File: src/rtl/drpl_pkg.sv
package drpl_pkg;

  // One logical bit carried on two wires.
  typedef struct packed {
    logic t;
    logic f;
  } rail_t;

  // Strobes handed from control to datapath.
  typedef struct packed {
    logic encEnable;
    logic capture;
  } strobes_t;

  // Compound AND: AND on true wires, OR on false wires.
  function automatic rail_t dAnd(rail_t x, rail_t y);
    rail_t r;
    r.t = x.t & y.t;
    r.f = x.f | y.f;
    return r;
  endfunction

  // Compound OR: OR on true wires, AND on false wires.
  function automatic rail_t dOr(rail_t x, rail_t y);
    rail_t r;
    r.t = x.t | y.t;
    r.f = x.f & y.f;
    return r;
  endfunction

  // Inversion by exchanging wires, no gate involved.
  function automatic rail_t dNot(rail_t x);
    rail_t r;
    r.t = x.f;
    r.f = x.t;
    return r;
  endfunction

  function automatic rail_t dXor(rail_t x, rail_t y);
    return dOr(dAnd(x, dNot(y)), dAnd(dNot(x), y));
  endfunction

endpackage

File: src/rtl/drpl_encoder.sv
module drpl_encoder
  import drpl_pkg::*;
#(
  parameter int WIDTH = 4
) (
  input  logic                 en,
  input  logic [WIDTH-1:0]     val,
  output rail_t [WIDTH-1:0]    rails
);

  for (genvar i = 0; i < WIDTH; i++) begin : g_bit
    assign rails[i].t = en & val[i];
    assign rails[i].f = en & ~val[i];
  end

endmodule

File: src/rtl/drpl_network.sv
module drpl_network
  import drpl_pkg::*;
#(
  parameter int WIDTH = 4
) (
  input  rail_t [WIDTH-1:0] opA,
  input  rail_t [WIDTH-1:0] opB,
  input  rail_t             subSel,
  output rail_t [WIDTH:0]   result
);

  rail_t [WIDTH:0]   carry;
  rail_t [WIDTH-1:0] bEff;
  rail_t [WIDTH-1:0] prop;

  assign carry[0] = subSel;

  for (genvar i = 0; i < WIDTH; i++) begin : g_stage
    assign bEff[i]      = dXor(opB[i], subSel);
    assign prop[i]      = dXor(opA[i], bEff[i]);
    assign result[i]    = dXor(prop[i], carry[i]);
    assign carry[i+1]   = dOr(dAnd(opA[i], bEff[i]), dAnd(prop[i], carry[i]));
  end

  assign result[WIDTH] = carry[WIDTH];

endmodule

File: src/rtl/drpl_control.sv
module drpl_control
  import drpl_pkg::*;
(
  input  logic     clk,
  input  logic     rstN,
  input  logic     phaseEval,
  output strobes_t strobes,
  output logic     validOut
);

  logic phaseQ;

  always_ff @(posedge clk or negedge rstN) begin
    if (!rstN) begin
      phaseQ   <= 1'b0;
      validOut <= 1'b0;
    end else begin
      phaseQ   <= phaseEval;
      validOut <= strobes.capture;
    end
  end

  always_comb begin
    strobes.encEnable = phaseEval;
    strobes.capture   = phaseQ & ~phaseEval;
  end

endmodule

File: src/rtl/drpl_datapath.sv
module drpl_datapath
  import drpl_pkg::*;
#(
  parameter int WIDTH = 4
) (
  input  logic             clk,
  input  logic             rstN,
  input  strobes_t         strobes,
  input  logic [WIDTH-1:0] aIn,
  input  logic [WIDTH-1:0] bIn,
  input  logic             subIn,
  output logic [WIDTH-1:0] resOut,
  output logic             carryOut,
  output logic [WIDTH:0]   dualT,
  output logic [WIDTH:0]   dualF,
  output logic             errOut
);

  localparam int OUTW = WIDTH + 1;

  rail_t [WIDTH-1:0] aRails;
  rail_t [WIDTH-1:0] bRails;
  rail_t [0:0]       subRails;
  rail_t [WIDTH:0]   netOut;
  rail_t [WIDTH:0]   railQ;
  logic  [OUTW-1:0]  bothHigh;
  logic  [OUTW-1:0]  bothLow;

  drpl_encoder #(.WIDTH(WIDTH)) encA_i (
    .en(strobes.encEnable), .val(aIn), .rails(aRails)
  );

  drpl_encoder #(.WIDTH(WIDTH)) encB_i (
    .en(strobes.encEnable), .val(bIn), .rails(bRails)
  );

  drpl_encoder #(.WIDTH(1)) encS_i (
    .en(strobes.encEnable), .val(subIn), .rails(subRails)
  );

  drpl_network #(.WIDTH(WIDTH)) net_i (
    .opA(aRails), .opB(bRails), .subSel(subRails[0]), .result(netOut)
  );

  // Snapshot of the network outputs, taken every cycle.
  always_ff @(posedge clk or negedge rstN) begin
    if (!rstN) railQ <= '0;
    else       railQ <= netOut;
  end

  for (genvar i = 0; i < OUTW; i++) begin : g_split
    assign dualT[i]    = railQ[i].t;
    assign dualF[i]    = railQ[i].f;
    assign bothHigh[i] = railQ[i].t & railQ[i].f;
    assign bothLow[i]  = ~railQ[i].t & ~railQ[i].f;
  end

  // Decoder and rail monitor.
  always_ff @(posedge clk or negedge rstN) begin
    if (!rstN) begin
      resOut   <= '0;
      carryOut <= 1'b0;
      errOut   <= 1'b0;
    end else begin
      if (strobes.capture) begin
        resOut   <= dualT[WIDTH-1:0];
        carryOut <= dualT[WIDTH];
      end
      errOut <= (|bothHigh) | (strobes.capture & (|bothLow));
    end
  end

endmodule

File: src/rtl/drpl_adder_top.sv
module drpl_adder_top
  import drpl_pkg::*;
#(
  parameter int WIDTH = 4
) (
  input  logic             clk,
  input  logic             rstN,
  input  logic             phaseEval,
  input  logic [WIDTH-1:0] aIn,
  input  logic [WIDTH-1:0] bIn,
  input  logic             subIn,
  output logic [WIDTH-1:0] resOut,
  output logic             carryOut,
  output logic             validOut,
  output logic [WIDTH:0]   dualT,
  output logic [WIDTH:0]   dualF,
  output logic             errOut
);

  strobes_t strobes;

  drpl_control ctrl_i (
    .clk(clk), .rstN(rstN), .phaseEval(phaseEval),
    .strobes(strobes), .validOut(validOut)
  );

  drpl_datapath #(.WIDTH(WIDTH)) dp_i (
    .clk(clk), .rstN(rstN), .strobes(strobes),
    .aIn(aIn), .bIn(bIn), .subIn(subIn),
    .resOut(resOut), .carryOut(carryOut),
    .dualT(dualT), .dualF(dualF), .errOut(errOut)
  );

endmodule

File: config.mk
export PLATFORM = sky130hd
export DESIGN_NAME = drpl_adder_top
export DESIGN_NICKNAME = d
export VERILOG_FILES = /design/src/rtl/drpl_pkg.sv /design/src/rtl/drpl_encoder.sv /design/src/rtl/drpl_network.sv /design/src/rtl/drpl_control.sv /design/src/rtl/drpl_datapath.sv /design/src/rtl/drpl_adder_top.sv
export SDC_FILE = /design/constraint.sdc
export NUM_CORES = 1
export LEC_CHECK = 0
export ABC_AREA = 1
export BUFFER_PORTS_ARGS = -buffer_cell sky130_fd_sc_hd__buf_2
export CAP_MARGIN = 25
export CORE_AREA = 3 3 49 51
export DETAILED_ROUTE_END_ITERATION = 16
export DIE_AREA = 0 0 52 54
export GPL_ROUTABILITY_DRIVEN = 0
export GPL_TIMING_DRIVEN = 0
export PLACE_DENSITY = 0.9
export SYNTH_ARGS = -nofsm -noshare
export SYNTH_HDL_FRONTEND = slang
export SYNTH_SLANG_ARGS = --single-unit
File: constraint.sdc
create_clock -name clk -period 2.8 [get_ports clk]
set_clock_uncertainty 0.1 [all_clocks]
set_input_delay 0.56 -clock clk [delete_from_list [all_inputs] [get_ports clk]]
set_output_delay 0.56 -clock clk [all_outputs]
set_load 0.005 [all_outputs]
==> flow_metrics.tcl, run 1 <==
set metrics [dict create \
    grt_pass1_vias 899 \
    ctsLongestPathBuffers 2 \
    synth_seq_cells 18 \
    hold_viol 0 \
    crit_path_end_kind "flop" \
    worstMarginPinSlew_ns 0.385 \
    critPathRequiredTime_ns 2.88 \
    numCtsBuffers 3 \
    setup_ws_ns 1.23 \
    wirelength_um 2040 \
    drv_cap 0 \
    postCtsResizedCells 0 \
    cp_top_family "simple AND/OR/NAND/NOR gates" \
    multi_input_area_um2 489 \
    power.total_w 0.000527 \
    antenna_found_initial 0 \
    seq_area_frac_synth 0.417 \
    n_antenna_cell 0 \
    cp-start-kind "input port" \
    postSynthCellCount 154 \
    final-seq-area_um2 450 \
    drive_gt1_frac 0.265 \
    io_buffers 28 \
    cellPowerDensity_nw_per_um2 413 \
    setup_viol_count_final 0 \
    hold_path.class "in -> async" \
    finalSetupTns_ns 0 \
    die_x_um 52 \
    power_leakage_nw 0.829 \
    cts_sinks 18 \
    critPathMostFrequentCell "nand2_1" \
    r2r_slack_ns 1.67 \
    syn_avg_cell_area_um2 7.01 \
    first_pass_iters 4 \
    dieArea_um2 2810 \
    vias 1042 \
    slew_viol_final 0 \
    grt.total_usage 0.165 \
    path_buf_inv 4 \
    fmax_mhz 635 \
    die_y_um 54 \
    yosysWarnings 0 \
    hold_slack_ns 0.0929 \
    cp_cell_sequence "buf_2 > buf_6 > buf_8 > nand3_1 > nand3_1 > nand2_1 > nand2_1 > nand2_2 > nand2_1 > nand2_1 > nand2_1 > nand2_1 > inv_1" \
    dpl_worst_slack_ns 0.917 \
    final_cells 212 \
    maxSlewHeadroom 0.743 \
    fillerInstances 186 \
    nNetsFinal 199 \
    grt_pass1_wl_um 3530 \
    postCtsSetupBuffers 0 \
    finalCriticalPeriod_ns 1.57 \
    critPathMaxFanout 10 \
    critPathArrivalTime_ns 1.65 \
    vdd_drop_max_uv 207 \
    synth_ff_type "dfrtp_1" \
    criticalPathCategory "in -> reg" \
    timing.final.crit_share 0.562 \
    wl_per_cell_um 9.60 \
    drt_iter0_drc 13 \
    drc 0 \
    clk_pin_slew_ns 0.09 \
    clock_latency_ns 0.27 \
    avgViaCountPerCell 4.92 \
    fp.coreArea_um2 1980 \
    ctsHtreeMaxLevel 1 \
    overflow 0 \
    async_flop_share 1.00 \
    synth_fp_nets 166 \
    area.growth.synth_to_final_pct 18.2 \
    cts_tree "done" \
    io_pins 29 \
    rows 16 \
    ctsHoldBuffers 0 \
    grt_max_degree 19 \
    synth_cell_type_count 21 \
    netlist_area_um2 1080 \
    critical-path-slowest-cell "buf_6" \
    placed_cells 209 \
    drtAntennaViolNets 0 \
    status "completed" \
    cts-root-buf "clkbuf_4" \
    rsz0062_at_grt "false" \
    start_util 0.545 \
    dp_hpwl_um 1760 \
    crit_path_max_incr_delay_ns 0.13 \
    synth_edf_count 0 \
]
-- power by group --
part | leakage (nW) | internal (W) | total (W) | switching, W
clock | 0.0138 | 0.0000498 | 0.000115 | 0.0000656
sequential | 0.240 | 0.000278 | 0.000289 | 0.0000117
combinational | 0.576 | 0.0000496 | 0.000123 | 0.0000731
-- cells by family after synthesis --
| logic type | count (synthesis) | share of synthesized area |
|---|---|---|
| flops | 18 | 0.417 |
| buf+inv | 32 | 0.130 |
| simple gates | 84 | 0.329 |
| compound gates | 20 | 0.124 |
-- cell usage after synthesis, types with 2 or more instances --
cell type  instances  area, µm²
nand2_1           58        218
inv_1             26       97.6
dfrtp_1           18        450
nand3_1           13       65.1
nand2_2            7       43.8
o21ai_0            5       25.0
o21ai_1            5       25.0
inv_2              3       11.3
nor2_1             3       11.3
o22ai_1            3       18.8
o21ai_2            2       17.5
o22ai_2            2       25.0
-- sequential cells by signal, summed over array words and instances (netlist names) --
signal	cells
dp_i.dualF	5
dp_i.dualT	5
dp_i.resOut	4
ctrl_i.phaseQ	1
ctrl_i.validOut	1
dp_i.carryOut	1
dp_i.errOut	1
-- worst paths after layout --
check,from,end,depth (start not counted)
min in group clk,phaseEval,ctrl_i.phaseQ$_DFF_PN0_,1
max,phaseEval,dp_i.dualF[3]$_DFF_PN0_,13
min,rstN,dp_i.resOut[2]$_DFFE_PN0P_,1
max reg2reg,dp_i.dualT[0]$_DFF_PN0_,dp_i.errOut$_DFF_PN0_,4
min reg2reg,dp_i.carryOut$_DFFE_PN0P_,dp_i.carryOut$_DFFE_PN0P_,2
max in group asynchronous,rstN,dp_i.carryOut$_DFFE_PN0P_,1
-- per-stage QoR --
stage / util / area (µm²)
detailed placement: 0.633 / 1250
finish: 0.644 / 1280
CTS: 0.644 / 1280
floorplan: - / 1080
global route: 0.644 / 1280
global placement: 0.633 / 1250
-- per-layer routing --
| layer | share of wire | global-route usage | wire (µm) | vias up |
|---|---|---|---|---|
| li1 | - | - | - | 546 |
| met1 | 0.45 | 0.192 | 911 | 470 |
| met2 | 0.49 | 0.308 | 988 | 26 |
| met3 | 0.066 | 0.0166 | 134 | 0 |
| met4 | 0 | 0.0655 | 0 | 0 |
| met5 | 0 | 0 | 0 | - |
-- cell type report --
type	count	share of cell area
plain buffers	3	0.0245
repair buffers	28	0.110
clock buffers	3	0.0176
flip-flops and latches	18	0.353
multi-input cells	104	0.383
well taps	27	0.0265
inverters	29	0.0853
-- cells in the final DEF, fill, tap and decap left out --
cell type / Yosys / layout
buf_6: 1 / 1
dfrtp_1: 18 / 18
nand2_2: 7 / 7
or2_2: 1 / 1
o22ai_2: 2 / 2
nand2_1: 58 / 58
inv_2: 3 / 3
inv_1: 26 / 26
buf_8: 1 / 1
o22ai_1: 3 / 3
o21ai_0: 5 / 5
nor2_1: 3 / 3
o21ai_2: 2 / 2
buf_2: 1 / 29
clkbuf_4: 0 / 3
a21oi_1: 1 / 1
a221oi_1: 1 / 1
or2_1: 1 / 1
a22o_1: 1 / 1
nand3_1: 13 / 13
o21ai_1: 5 / 5
nor3_1: 1 / 1
Power figures use the tool's default switching activity.
==> run 2: changes to the inputs <==
--- a/config.mk
+++ b/config.mk
@@ -5,15 +5,15 @@
 export SDC_FILE = /design/constraint.sdc
 export NUM_CORES = 1
 export LEC_CHECK = 0
-export ABC_AREA = 1
+export ABC_AREA = 0
 export BUFFER_PORTS_ARGS = -buffer_cell sky130_fd_sc_hd__buf_2
 export CAP_MARGIN = 25
-export CORE_AREA = 3 3 49 51
+export CORE_AREA = 3 3 47 49
 export DETAILED_ROUTE_END_ITERATION = 16
-export DIE_AREA = 0 0 52 54
+export DIE_AREA = 0 0 50 52
 export GPL_ROUTABILITY_DRIVEN = 0
 export GPL_TIMING_DRIVEN = 0
-export PLACE_DENSITY = 0.9
+export PLACE_DENSITY = 0.83
 export SYNTH_ARGS = -nofsm -noshare
 export SYNTH_HDL_FRONTEND = slang
 export SYNTH_SLANG_ARGS = --single-unit
==> constraint.sdc (replaced) <==
create_clock -name clk -period 1.55 [get_ports clk]
set_clock_uncertainty 0.1 [all_clocks]
set_input_delay 0.31 -clock clk [delete_from_list [all_inputs] [get_ports clk]]
set_output_delay 0.31 -clock clk [all_outputs]
set_load 0.005 [all_outputs]
==> run 2 against run 1 <==
  * Synthesized cell count is 54% lower
  * Clock power up 130%
  * Worst setup slack worse by 1.1 ns
  * Sequential power grew 98%
  * Count of clock-buffer cells in the layout rose by 1
  * Worst hold slack improved by 0.0039 ns
  * Die area fell by 7.4%
  * First-iteration DRC count shrank 54%
  * Flip-flop and latch count is the same
  * Via count is 41% lower
  * Utilization decreased by 9.5 points
  * Combinational power increased by 98%
==> flow_metrics.tcl, run 2 <==
set metrics [dict create \
    status "completed" \
    antenna_found_initial 0 \
    hold_viol 0 \
    timing.final.crit_share 0.893 \
    multi_input_area_um2 360 \
    synth_edf_count 0 \
    ctsHtreeMaxLevel 1 \
    cp_top_family "compound AO/OA/AOI/OAI gates" \
    final_cell_mix "buf_2, dfrtp_1, nor2_1" \
    die_y_um 52 \
    fillerInstances 178 \
    path_buf_inv 1 \
    maxSlewHeadroom 0.716 \
    cts_tree "done" \
    synth_seq_cells 18 \
    yosysWarnings 0 \
    power.switching_w 0.000276 \
    postCtsSetupBuffers 0 \
    clk_pin_slew_ns 0.09 \
    dp_hpwl_um 1130 \
    fmax_mhz 722 \
    overflow 0 \
    wl_per_cell_um 10.7 \
    cp-start-kind "input port" \
    combPwrFrac 0.225 \
    n_antenna_cell 0 \
    synth.top_cell.area_share 0.543 \
    drc 0 \
    fp.coreArea_um2 1900 \
    cts_sinks 18 \
    slew_viol_final 0 \
    hold_path.class "in -> reg" \
    grt_pass1_vias 572 \
    nNetsFinal 116 \
    seq_area_frac_synth 0.543 \
    netlist_area_um2 830 \
    setup_ws_ns 0.165 \
    wirelength_um 1390 \
    synth_common_cells "dfrtp_1, nor2_1, xor2_1" \
    drtAntennaViolNets 0 \
    die_x_um 50 \
    placed_cells 125 \
    drt_iter0_drc 6 \
    critPathArrivalTime_ns 1.46 \
    final-seq-area_um2 450 \
    synth_ff_type "dfrtp_1" \
    postCtsResizedCells 0 \
    cp_cell_sequence "buf_6 > nor3b_1 > a31o_1 > o41ai_4 > a21oi_1 > and2_1" \
    cts-root-buf "clkbuf_4" \
    power_leakage_nw 0.534 \
    syn_avg_cell_area_um2 11.7 \
    rows 16 \
    clkPwrFrac 0.247 \
    io_buffers 27 \
    grt_pass1_wl_um 2390 \
    worstMarginPinSlew_ns 0.426 \
    vdd_drop_max_uv 405 \
    vias 619 \
    final_common_cell "buf_2" \
    io_pins 29 \
    crit_path_end_kind "flop" \
    synth_cell_type_count 23 \
    grt.total_usage 0.122 \
    numCtsBuffers 3 \
    critPathRequiredTime_ns 1.62 \
    ctsHoldBuffers 1 \
    final_cells 130 \
    drv_cap 0 \
    criticalPathCategory "in -> reg" \
    power.internal_w 0.000807 \
    synth_area_leaders "dfrtp_1, mux2_2, xor2_1" \
    synth_fp_nets 83 \
    start_util 0.436 \
    finalCriticalPeriod_ns 1.38 \
    yosysMostFrequentCell "dfrtp_1" \
    p_sw_frac 0.255 \
    avgViaCountPerCell 4.76 \
    async_flop_share 1.00 \
    postSynthCellCount 71 \
    grt_max_degree 19 \
    critical-path-slowest-cell "o41ai_4" \
    setup_viol_count_final 0 \
    synth_top_area_cell "dfrtp_1" \
    drive_gt1_frac 0.408 \
    cellPowerDensity_nw_per_um2 1040 \
    seqPwrFrac 0.529 \
    dpl_worst_slack_ns -0.143 \
    rsz0062_at_grt "false" \
    dieArea_um2 2600 \
    critPathMaxFanout 7 \
    first_pass_iters 5 \
    clock_latency_ns 0.27 \
    crit_path_max_incr_delay_ns 0.37 \
    ctsLongestPathBuffers 2 \
    area.growth.synth_to_final_pct 25.9 \
]
[run 2: stage by stage]
step	area [µm²]	util	setup TNS, ns	hold WS, ns	total power (W)
final	1040	0.549	0	0.0969	0.00108
after global routing	1040	0.549	0	0.0845	0.00116
after CTS	1040	0.549	0	0.0892	0.00110
after detailed placement	998	0.525	-0.382	0.146	0.000826
after global placement	998	0.525	-0.303	0.141	0.000816
after floorplan	830	-	-0.0940	-0.0856	0.000715
[run 2: layout make-up]
class                   instances  area share
repair buffers                 28       0.139
plain buffers                   1      0.0108
flip-flops and latches         18       0.431
clock buffers                   4      0.0347
inverters                       2     0.00719
multi-input cells              50       0.345
well taps                      27      0.0323
[run 2: worst register-to-register path, stage by stage (launching register included)]
cell and delay [ns]:
dfrtp_1 0.37, nand2_1 0.22, mux2_2 0.37
[run 2: logic make-up (layout without fill, tap and decap cells)]
| family | count (synthesis) | count (layout) | synth area share |
|---|---|---|---|
| flops | 18 | 18 | 0.543 |
| mux | 5 | 5 | 0.0679 |
| simple gates | 27 | 27 | 0.167 |
| compound gates | 10 | 10 | 0.115 |
| buf+inv | 3 | 35 | 0.0226 |
| xor+xnor | 8 | 8 | 0.0845 |
[run 2: path summary, 6_finish.rpt]
kind                                             from  depth (start not counted)                          to  slack, ns
min in group asynchronous                        rstN                          2  dp_i.resOut[0]$_DFFE_PN0P_       0.37
max reg2reg                   ctrl_i.phaseQ$_DFF_PN0_                          2   dp_i.carryOut$_DFFE_PN0P_       0.38
min reg2reg                dp_i.resOut[2]$_DFFE_PN0P_                          1  dp_i.resOut[2]$_DFFE_PN0P_       0.41
max in group asynchronous                        rstN                          2   dp_i.carryOut$_DFFE_PN0P_       0.71
max                                             subIn                          6     dp_i.dualT[4]$_DFF_PN0_       0.17
min                                         phaseEval                          1     ctrl_i.phaseQ$_DFF_PN0_        0.1
[run 2: power groups by stage]
stage	clock (W)	combinational [W]	sequential (W)
floorplan	0	0.000130	0.000584
global placement	0	0.000237	0.000579
detailed placement	0	0.000245	0.000581
CTS	0.000277	0.000247	0.000571
global route	0.000309	0.000274	0.000580
finish	0.000267	0.000243	0.000572
[run 2: metal layers]
layer,vias up,part of all wire,track usage
li1,306,-,-
met4,0,0.0072,0.0645
met1,276,0.43,0.138
met2,34,0.46,0.204
met3,3,0.11,0.0372
met5,-,0,0
